## src/rtl/tapline_pkg.sv

```systemverilog
package tapline_pkg;

    localparam int SAMPLE_W  = 10;
    localparam int TAP_COUNT = 4;
    localparam int MAX_SPACE = 16;

    typedef logic [SAMPLE_W-1:0] sample_t;

    typedef enum logic {
        MODE_CASCADE = 1'b0,
        MODE_SPLIT   = 1'b1
    } pair_mode_e;

    typedef struct packed {
        sample_t fwd_in;
        sample_t rev_in;
    } cell_feed_t;

    function automatic pair_mode_e decode_mode(input logic bit_in);
        return bit_in ? MODE_SPLIT : MODE_CASCADE;
    endfunction

endpackage

```

## src/rtl/tapline_stage.sv

```systemverilog
module tapline_stage #(
    parameter int W     = 10,
    parameter int DEPTH = 16,
    parameter int SEL_W = $clog2(DEPTH)
) (
    input  logic             clk,
    input  logic             rst,
    input  logic             ce,
    input  logic [SEL_W-1:0] rd_sel,
    input  logic [W-1:0]     din,
    output logic [W-1:0]     dout
);

    logic [W-1:0] chain [DEPTH];

    always_ff @(posedge clk) begin
        if (rst) begin
            for (int i = 0; i < DEPTH; i++) chain[i] <= '0;
        end else if (ce) begin
            chain[0] <= din;
            for (int i = 1; i < DEPTH; i++) chain[i] <= chain[i-1];
        end
    end

    assign dout = chain[rd_sel];

    assert_hold_when_idle_R8: assert property (@(posedge clk) disable iff (rst)
        !ce |=> $stable(dout));

    assert_clear_on_reset_R7: assert property (@(posedge clk)
        rst |=> dout == '0);

    assert_unit_spacing_R1: assert property (@(posedge clk) disable iff (rst)
        (ce && rd_sel == '0 && $stable(rd_sel)) |=> dout == $past(din));

endmodule

```

## src/rtl/tapline_path.sv

```systemverilog
module tapline_path #(
    parameter int W     = 10,
    parameter int TAPS  = 4,
    parameter int DEPTH = 16,
    parameter int SEL_W = $clog2(DEPTH)
) (
    input  logic                     clk,
    input  logic                     rst,
    input  logic                     ce,
    input  logic [SEL_W-1:0]         rd_sel,
    input  logic [W-1:0]             din,
    output logic [TAPS-1:0][W-1:0]   taps,
    output logic [W-1:0]             tail
);

    logic [W-1:0] link [TAPS+1];

    assign link[0] = din;

    for (genvar k = 0; k < TAPS; k++) begin : g_stage
        tapline_stage #(.W(W), .DEPTH(DEPTH), .SEL_W(SEL_W)) u_stage (
            .clk    (clk),
            .rst    (rst),
            .ce     (ce),
            .rd_sel (rd_sel),
            .din    (link[k]),
            .dout   (link[k+1])
        );
        assign taps[k] = link[k+1];
    end

    assign tail = link[TAPS];

endmodule

```

## src/rtl/tapline_cell.sv

```systemverilog
module tapline_cell
    import tapline_pkg::*;
#(
    parameter int W     = SAMPLE_W,
    parameter int TAPS  = TAP_COUNT,
    parameter int DEPTH = MAX_SPACE,
    parameter int SEL_W = $clog2(DEPTH)
) (
    input  logic                   clk,
    input  logic                   rst,
    input  logic                   ce,
    input  logic [SEL_W-1:0]       rd_sel,
    input  logic [W-1:0]           fwd_in,
    input  logic [W-1:0]           rev_in,
    output logic [TAPS-1:0][W-1:0] fwd_taps,
    output logic [TAPS-1:0][W-1:0] rev_taps,
    output logic [W-1:0]           fwd_tail,
    output logic [W-1:0]           rev_tail
);

    tapline_path #(.W(W), .TAPS(TAPS), .DEPTH(DEPTH), .SEL_W(SEL_W)) u_fwd (
        .clk    (clk),
        .rst    (rst),
        .ce     (ce),
        .rd_sel (rd_sel),
        .din    (fwd_in),
        .taps   (fwd_taps),
        .tail   (fwd_tail)
    );

    tapline_path #(.W(W), .TAPS(TAPS), .DEPTH(DEPTH), .SEL_W(SEL_W)) u_rev (
        .clk    (clk),
        .rst    (rst),
        .ce     (ce),
        .rd_sel (rd_sel),
        .din    (rev_in),
        .taps   (rev_taps),
        .tail   (rev_tail)
    );

endmodule

```

## src/rtl/tapline_pair.sv

```systemverilog
module tapline_pair
    import tapline_pkg::*;
#(
    parameter int W      = SAMPLE_W,
    parameter int TAPS   = TAP_COUNT,
    parameter int DEPTH  = MAX_SPACE,
    parameter int CODE_W = $clog2(DEPTH)
) (
    input  logic                clk,
    input  logic                rst,
    input  logic                ce,
    input  logic                dual_mode,
    input  logic                b_src_sel,
    input  logic [CODE_W-1:0]   dec_code,
    input  logic [W-1:0]        din_a,
    input  logic [W-1:0]        din_b,
    input  logic [W-1:0]        fb_a_in,
    input  logic [W-1:0]        fb_b_in,
    output logic [TAPS*W-1:0]   fwd_taps_a,
    output logic [TAPS*W-1:0]   rev_taps_a,
    output logic [TAPS*W-1:0]   fwd_taps_b,
    output logic [TAPS*W-1:0]   rev_taps_b,
    output logic [W-1:0]        fwd_tail_a,
    output logic [W-1:0]        fwd_tail_b
);

    logic [CODE_W-1:0] code_q;
    pair_mode_e        mode;
    cell_feed_t        feed_a, feed_b;

    logic [TAPS-1:0][W-1:0] a_fwd, a_rev, b_fwd, b_rev;
    logic [W-1:0]           a_ftail, a_rtail, b_ftail, b_rtail;

    // Spacing code is captured only inside the reset window.
    always_ff @(posedge clk) begin
        if (rst) code_q <= dec_code;
    end

    assign mode = decode_mode(dual_mode);

    always_comb begin
        feed_a.fwd_in = din_a;
        feed_a.rev_in = fb_a_in;
        if (mode == MODE_CASCADE) begin
            feed_b.fwd_in = a_ftail;
            feed_b.rev_in = a_rtail;
        end else begin
            feed_b.fwd_in = b_src_sel ? din_b : din_a;
            feed_b.rev_in = fb_b_in;
        end
    end

    tapline_cell #(.W(W), .TAPS(TAPS), .DEPTH(DEPTH), .SEL_W(CODE_W)) u_cell_a (
        .clk      (clk),
        .rst      (rst),
        .ce       (ce),
        .rd_sel   (code_q),
        .fwd_in   (feed_a.fwd_in),
        .rev_in   (feed_a.rev_in),
        .fwd_taps (a_fwd),
        .rev_taps (a_rev),
        .fwd_tail (a_ftail),
        .rev_tail (a_rtail)
    );

    tapline_cell #(.W(W), .TAPS(TAPS), .DEPTH(DEPTH), .SEL_W(CODE_W)) u_cell_b (
        .clk      (clk),
        .rst      (rst),
        .ce       (ce),
        .rd_sel   (code_q),
        .fwd_in   (feed_b.fwd_in),
        .rev_in   (feed_b.rev_in),
        .fwd_taps (b_fwd),
        .rev_taps (b_rev),
        .fwd_tail (b_ftail),
        .rev_tail (b_rtail)
    );

    assign fwd_taps_a = a_fwd;
    assign rev_taps_a = a_rev;
    assign fwd_taps_b = b_fwd;
    assign rev_taps_b = b_rev;
    assign fwd_tail_a = a_ftail;
    assign fwd_tail_b = b_ftail;

    assert_code_frozen_R6: assert property (@(posedge clk) disable iff (rst)
        !rst |=> $stable(code_q));

    assert_cascade_fwd_R4: assert property (@(posedge clk) disable iff (rst)
        (ce && !dual_mode && code_q == '0) |=> b_fwd[0] == $past(fwd_tail_a));

    assert_split_src_a_R5: assert property (@(posedge clk) disable iff (rst)
        (ce && dual_mode && !b_src_sel && code_q == '0) |=> b_fwd[0] == $past(din_a));

    assert_split_src_b_R5: assert property (@(posedge clk) disable iff (rst)
        (ce && dual_mode && b_src_sel && code_q == '0) |=> b_fwd[0] == $past(din_b));

endmodule

```

## config.mk

```make
export PLATFORM = sky130hd
export DESIGN_NAME = tapline_pair
export DESIGN_NICKNAME = d
export VERILOG_FILES = /design/src/rtl/tapline_pkg.sv /design/src/rtl/tapline_stage.sv /design/src/rtl/tapline_path.sv /design/src/rtl/tapline_cell.sv /design/src/rtl/tapline_pair.sv
export SDC_FILE = /design/constraint.sdc
export NUM_CORES = 2
export LEC_CHECK = 0
export BUFFER_PORTS_ARGS = -buffer_cell sky130_fd_sc_hd__buf_2
export CORE_UTILIZATION = 25
export DETAILED_ROUTE_END_ITERATION = 16
export HOLD_SLACK_MARGIN = 0.05
export PLACE_DENSITY = 0.45
export SLEW_MARGIN = 20
export SYNTH_ARGS = -nofsm -noshare
export SYNTH_HDL_FRONTEND = slang
export SYNTH_SLANG_ARGS = --single-unit
```

## constraint.sdc

```tcl
create_clock -name clk -period 51.8 [get_ports clk]
set_clock_uncertainty 0.1 [all_clocks]
set_input_delay 10.36 -clock clk [delete_from_list [all_inputs] [get_ports clk]]
set_output_delay 10.36 -clock clk [all_outputs]
set_load 0.02 [all_outputs]
```

==> results.py <==
metrics = {
    "drt": {
        "vias": 59700,
        "viasPerCell": 4.43,
        "drt_iter0_drc": 4152,
        "detail_route.wirelength_microns": 285000,
        "drc": 0,
        "wire_per_inst_microns": 21.1,
        "ant_nets": 0,
        "drtPass1Iterations": 5,
    },
    "timing": {
        "setup_violations": 0,
        "min_period_ns": 17.35,
        "setup_tns_ns": 0,
        "period_share": 0.335,
        "slew_headroom": 0.251,
        "worst_slew_pin_slew_ns": 1.12,
        "rsz0062_at_grt": "no",
        "setup_ws_ns": 34.45,
        "slew_violations": 0,
        "max_freq_mhz": 57.6,
        "hold_viol_final": 0,
    },
    "clock_network": {
        "cts_resized": 0,
        "cts_htree_levels": 5,
        "path_clk_slew_ns": 0.06,
        "cts_setup_buffers": 0,
        "clock_tree.root_cell": "clkbuf_16",
        "clock_path_buffers": 4,
        "cts_buffers": 312,
        "clock-sinks": 2568,
        "clk_latency_ns": 0.92,
        "cts_tree": "done",
        "cts_hold_buffers": 0,
    },
    "critical_path": {
        "setup.worst_path.start_class": "flip-flop",
        "timing.rr.end": "u_cell_b.u_fwd.g_stage[2].u_stage.chain[0][6]",
        "end_kind": "output pin",
        "cp_slowest_cell": "dfxtp_4",
        "critical_path_buf_inv_count": 6,
        "crit_fanout": 107,
        "slowest_delay_ns": 0.94,
        "path_common_cell": "buf_4",
        "path_delay_family": "buffers and inverters",
        "rrSetupSlack_ns": 45.46,
        "crit_type": "reg2out",
        "arrival_ns": 6.89,
        "cp_data_required_time_ns": 41.34,
        "r2r_cells": 9,
        "path_cells": "buf_4 -> buf_4 -> buf_4 -> buf_4 -> buf_12 -> mux4_2 -> nor2b_1 -> a211oi_2 -> a21oi_1 -> buf_2",
    },
    "floorplan": {
        "dieHeight_microns": 681,
        "coreArea_sq_um": 457000,
        "initial_core_util": 0.252,
        "dieArea_sq_um": 463000,
        "die_w_microns": 681,
        "rows": 248,
        "io_pins": 229,
    },
    "worst_hold_path": {
        "min-delay-start": "code_q[3]",
        "hold_class": "reg2reg",
        "hold_depth": 1,
    },
    "finish": {
        "final_nets": 7149,
        "final_core_util": 0.289,
        "design_area_sq_um": 132000,
        "layout_common_cells": "edfxtp_1 (2564), and2_1 (1460), nor2b_1 (1072)",
        "fill_cells": 45500,
        "area_growth_pct": 14.8,
        "seq_area_sq_um": 77100,
        "drive_above_1_share": 0.199,
        "multi_input_area_sq_um": 35600,
        "final_common_cell": "edfxtp_1",
    },
    "yosys": {
        "synthCells": 6992,
        "synth-seq-area-share": 0.669,
        "synth_edf_count": 2564,
        "ys_ff_latch": 2568,
        "synth_nets": 7041,
        "yosysUniqueCellTypes": 30,
        "netlist_area_sq_um": 115000,
        "yosysWarnings": 0,
        "syn_avg_cell_area_sq_um": 16.5,
        "synthArstFlopShare": 0,
        "synth_ff_type": "edfxtp_1",
    },
    "placement": {
        "dpl_cell_area_sq_um": 122000,
        "dp_slack_ns": 35.08,
        "gp_congestion": 0.730,
        "portBuffers": 228,
        "dp_hpwl_microns": 169000,
    },
    "flow_run": {
        "drv_cap": 0,
    },
    "global_routing": {
        "grt_pass1_vias": 62500,
        "antenna_found_initial": 32,
        "gr-total-overflow": 0,
        "grt_first_pass_wirelength_microns": 430000,
        "grt_max_degree": 260,
        "grt_usage": 0.121,
    },
    "pwr": {
        "ir_drop_v": 0.0000241,
        "p_per_area_nw_per_um2": 38.9,
        "power_leakage_uw": 0.0473,
    },
    "outcome": {
        "status": "complete, no violations",
    },
}
## cell usage after synthesis, types with 12 or more instances
| master | n | area share |
|---|---|---|
| mux4_2 | 656 | 0.13 |
| nor2b_1 | 1073 | 0.058 |
| mux2i_1 | 151 | 0.013 |
| nor2_1 | 19 | 0.00062 |
| edfxtp_1 | 2564 | 0.67 |
| a211oi_1 | 217 | 0.014 |
| clkbuf_1 | 363 | 0.012 |
| and2_1 | 1460 | 0.079 |
| or2_2 | 17 | 0.00092 |
| nand2_1 | 40 | 0.0013 |
| buf_1 | 12 | 0.00039 |
| a21oi_1 | 156 | 0.0068 |
| mux2_2 | 31 | 0.0030 |
| buf_4 | 64 | 0.0042 |
| buf_2 | 97 | 0.0042 |
## cell type report
type                       count  area share
antenna                        7    0.000132
clock buffer                 380      0.0611
clock inverter               174      0.0114
inverter                       1   0.0000284
multi-input combinational   3877       0.269
sequential                  2568       0.583
tap                         6125      0.0580
timing repair buffer         340      0.0168
## sequential cells by signal, summed over array words and instances, names as in the netlist, named ones only
register and count:
u_cell_b.u_fwd.g_stage.u_stage.chain 640, u_cell_a.u_rev.g_stage.u_stage.chain 640, u_cell_b.u_rev.g_stage.u_stage.chain 640, code_q 4
u_cell_a.u_fwd.g_stage.u_stage.chain 640
## metrics by stage
step	hold WS (ns)	instances	total power [uW]
3_5_place_dp	0.367	12900	3120
6_report	0.377	13500	5150
5_1_grt	0.392	13500	5360
4_1_cts	0.382	13500	5250
2_1_floorplan	0.349	6992	3020
3_3_place_gp	0.363	12900	3110
## power by group
part / switching (uW) / total, uW / internal, uW / leakage, uW
Sequential: 79.5 / 2530 / 2450 / 0.0284
Combinational: 315 / 529 / 214 / 0.0143
Clock: 917 / 2090 / 1180 / 0.00466
Total: 1310 / 5150 / 3840 / 0.0473
## per-layer routing
metal  part of all wire  track usage  up-vias
met4              0.021       0.0280        2
met2               0.47        0.194     1042
met5           0.000046            0        -
li1                   -            -    26500
met1               0.47        0.173    31800
met3              0.038       0.0167      375
## logic make-up (layout without fill, tap and decap cells)
kind of cell	Yosys count	count (layout)	share of synthesized area
simple gates	2637	2637	0.142
flops	2568	2568	0.669
mux	838	838	0.144
buf+inv	547	895	0.0216
compound gates	402	402	0.0228
other cells	0	7	0
## worst max-delay path by stage
| stage | slack (ns) | depth (start not counted) | from | end |
|---|---|---|---|---|
| CTS | 34.02 | 10 | flip-flop | fwd_taps_b[0] |
| global placement | 35.07 | 10 | flip-flop | fwd_taps_b[0] |
| global route | 33.88 | 10 | flip-flop | rev_taps_a[20] |
| detailed placement | 35.08 | 10 | flip-flop | fwd_taps_b[0] |
| floorplan | 8.57 | 3 | rst | u_cell_a.u_fwd.g_stage[0].u_stage.chain[0][0] |
| finish | 34.45 | 10 | flip-flop | fwd_taps_b[0] |
## worst reg2reg max path, stage by stage, from the launching register on
cell	delay [ns]
dfxtp_4	0.94
buf_4	0.74
buf_4	0.64
buf_4	0.63
buf_4	0.73
buf_12	0.71
mux4_2	0.43
nor2b_1	0.12
a211oi_1	0.07
a211oi_1	0.86
No activity file was read; power rests on OpenSTA's default activity.
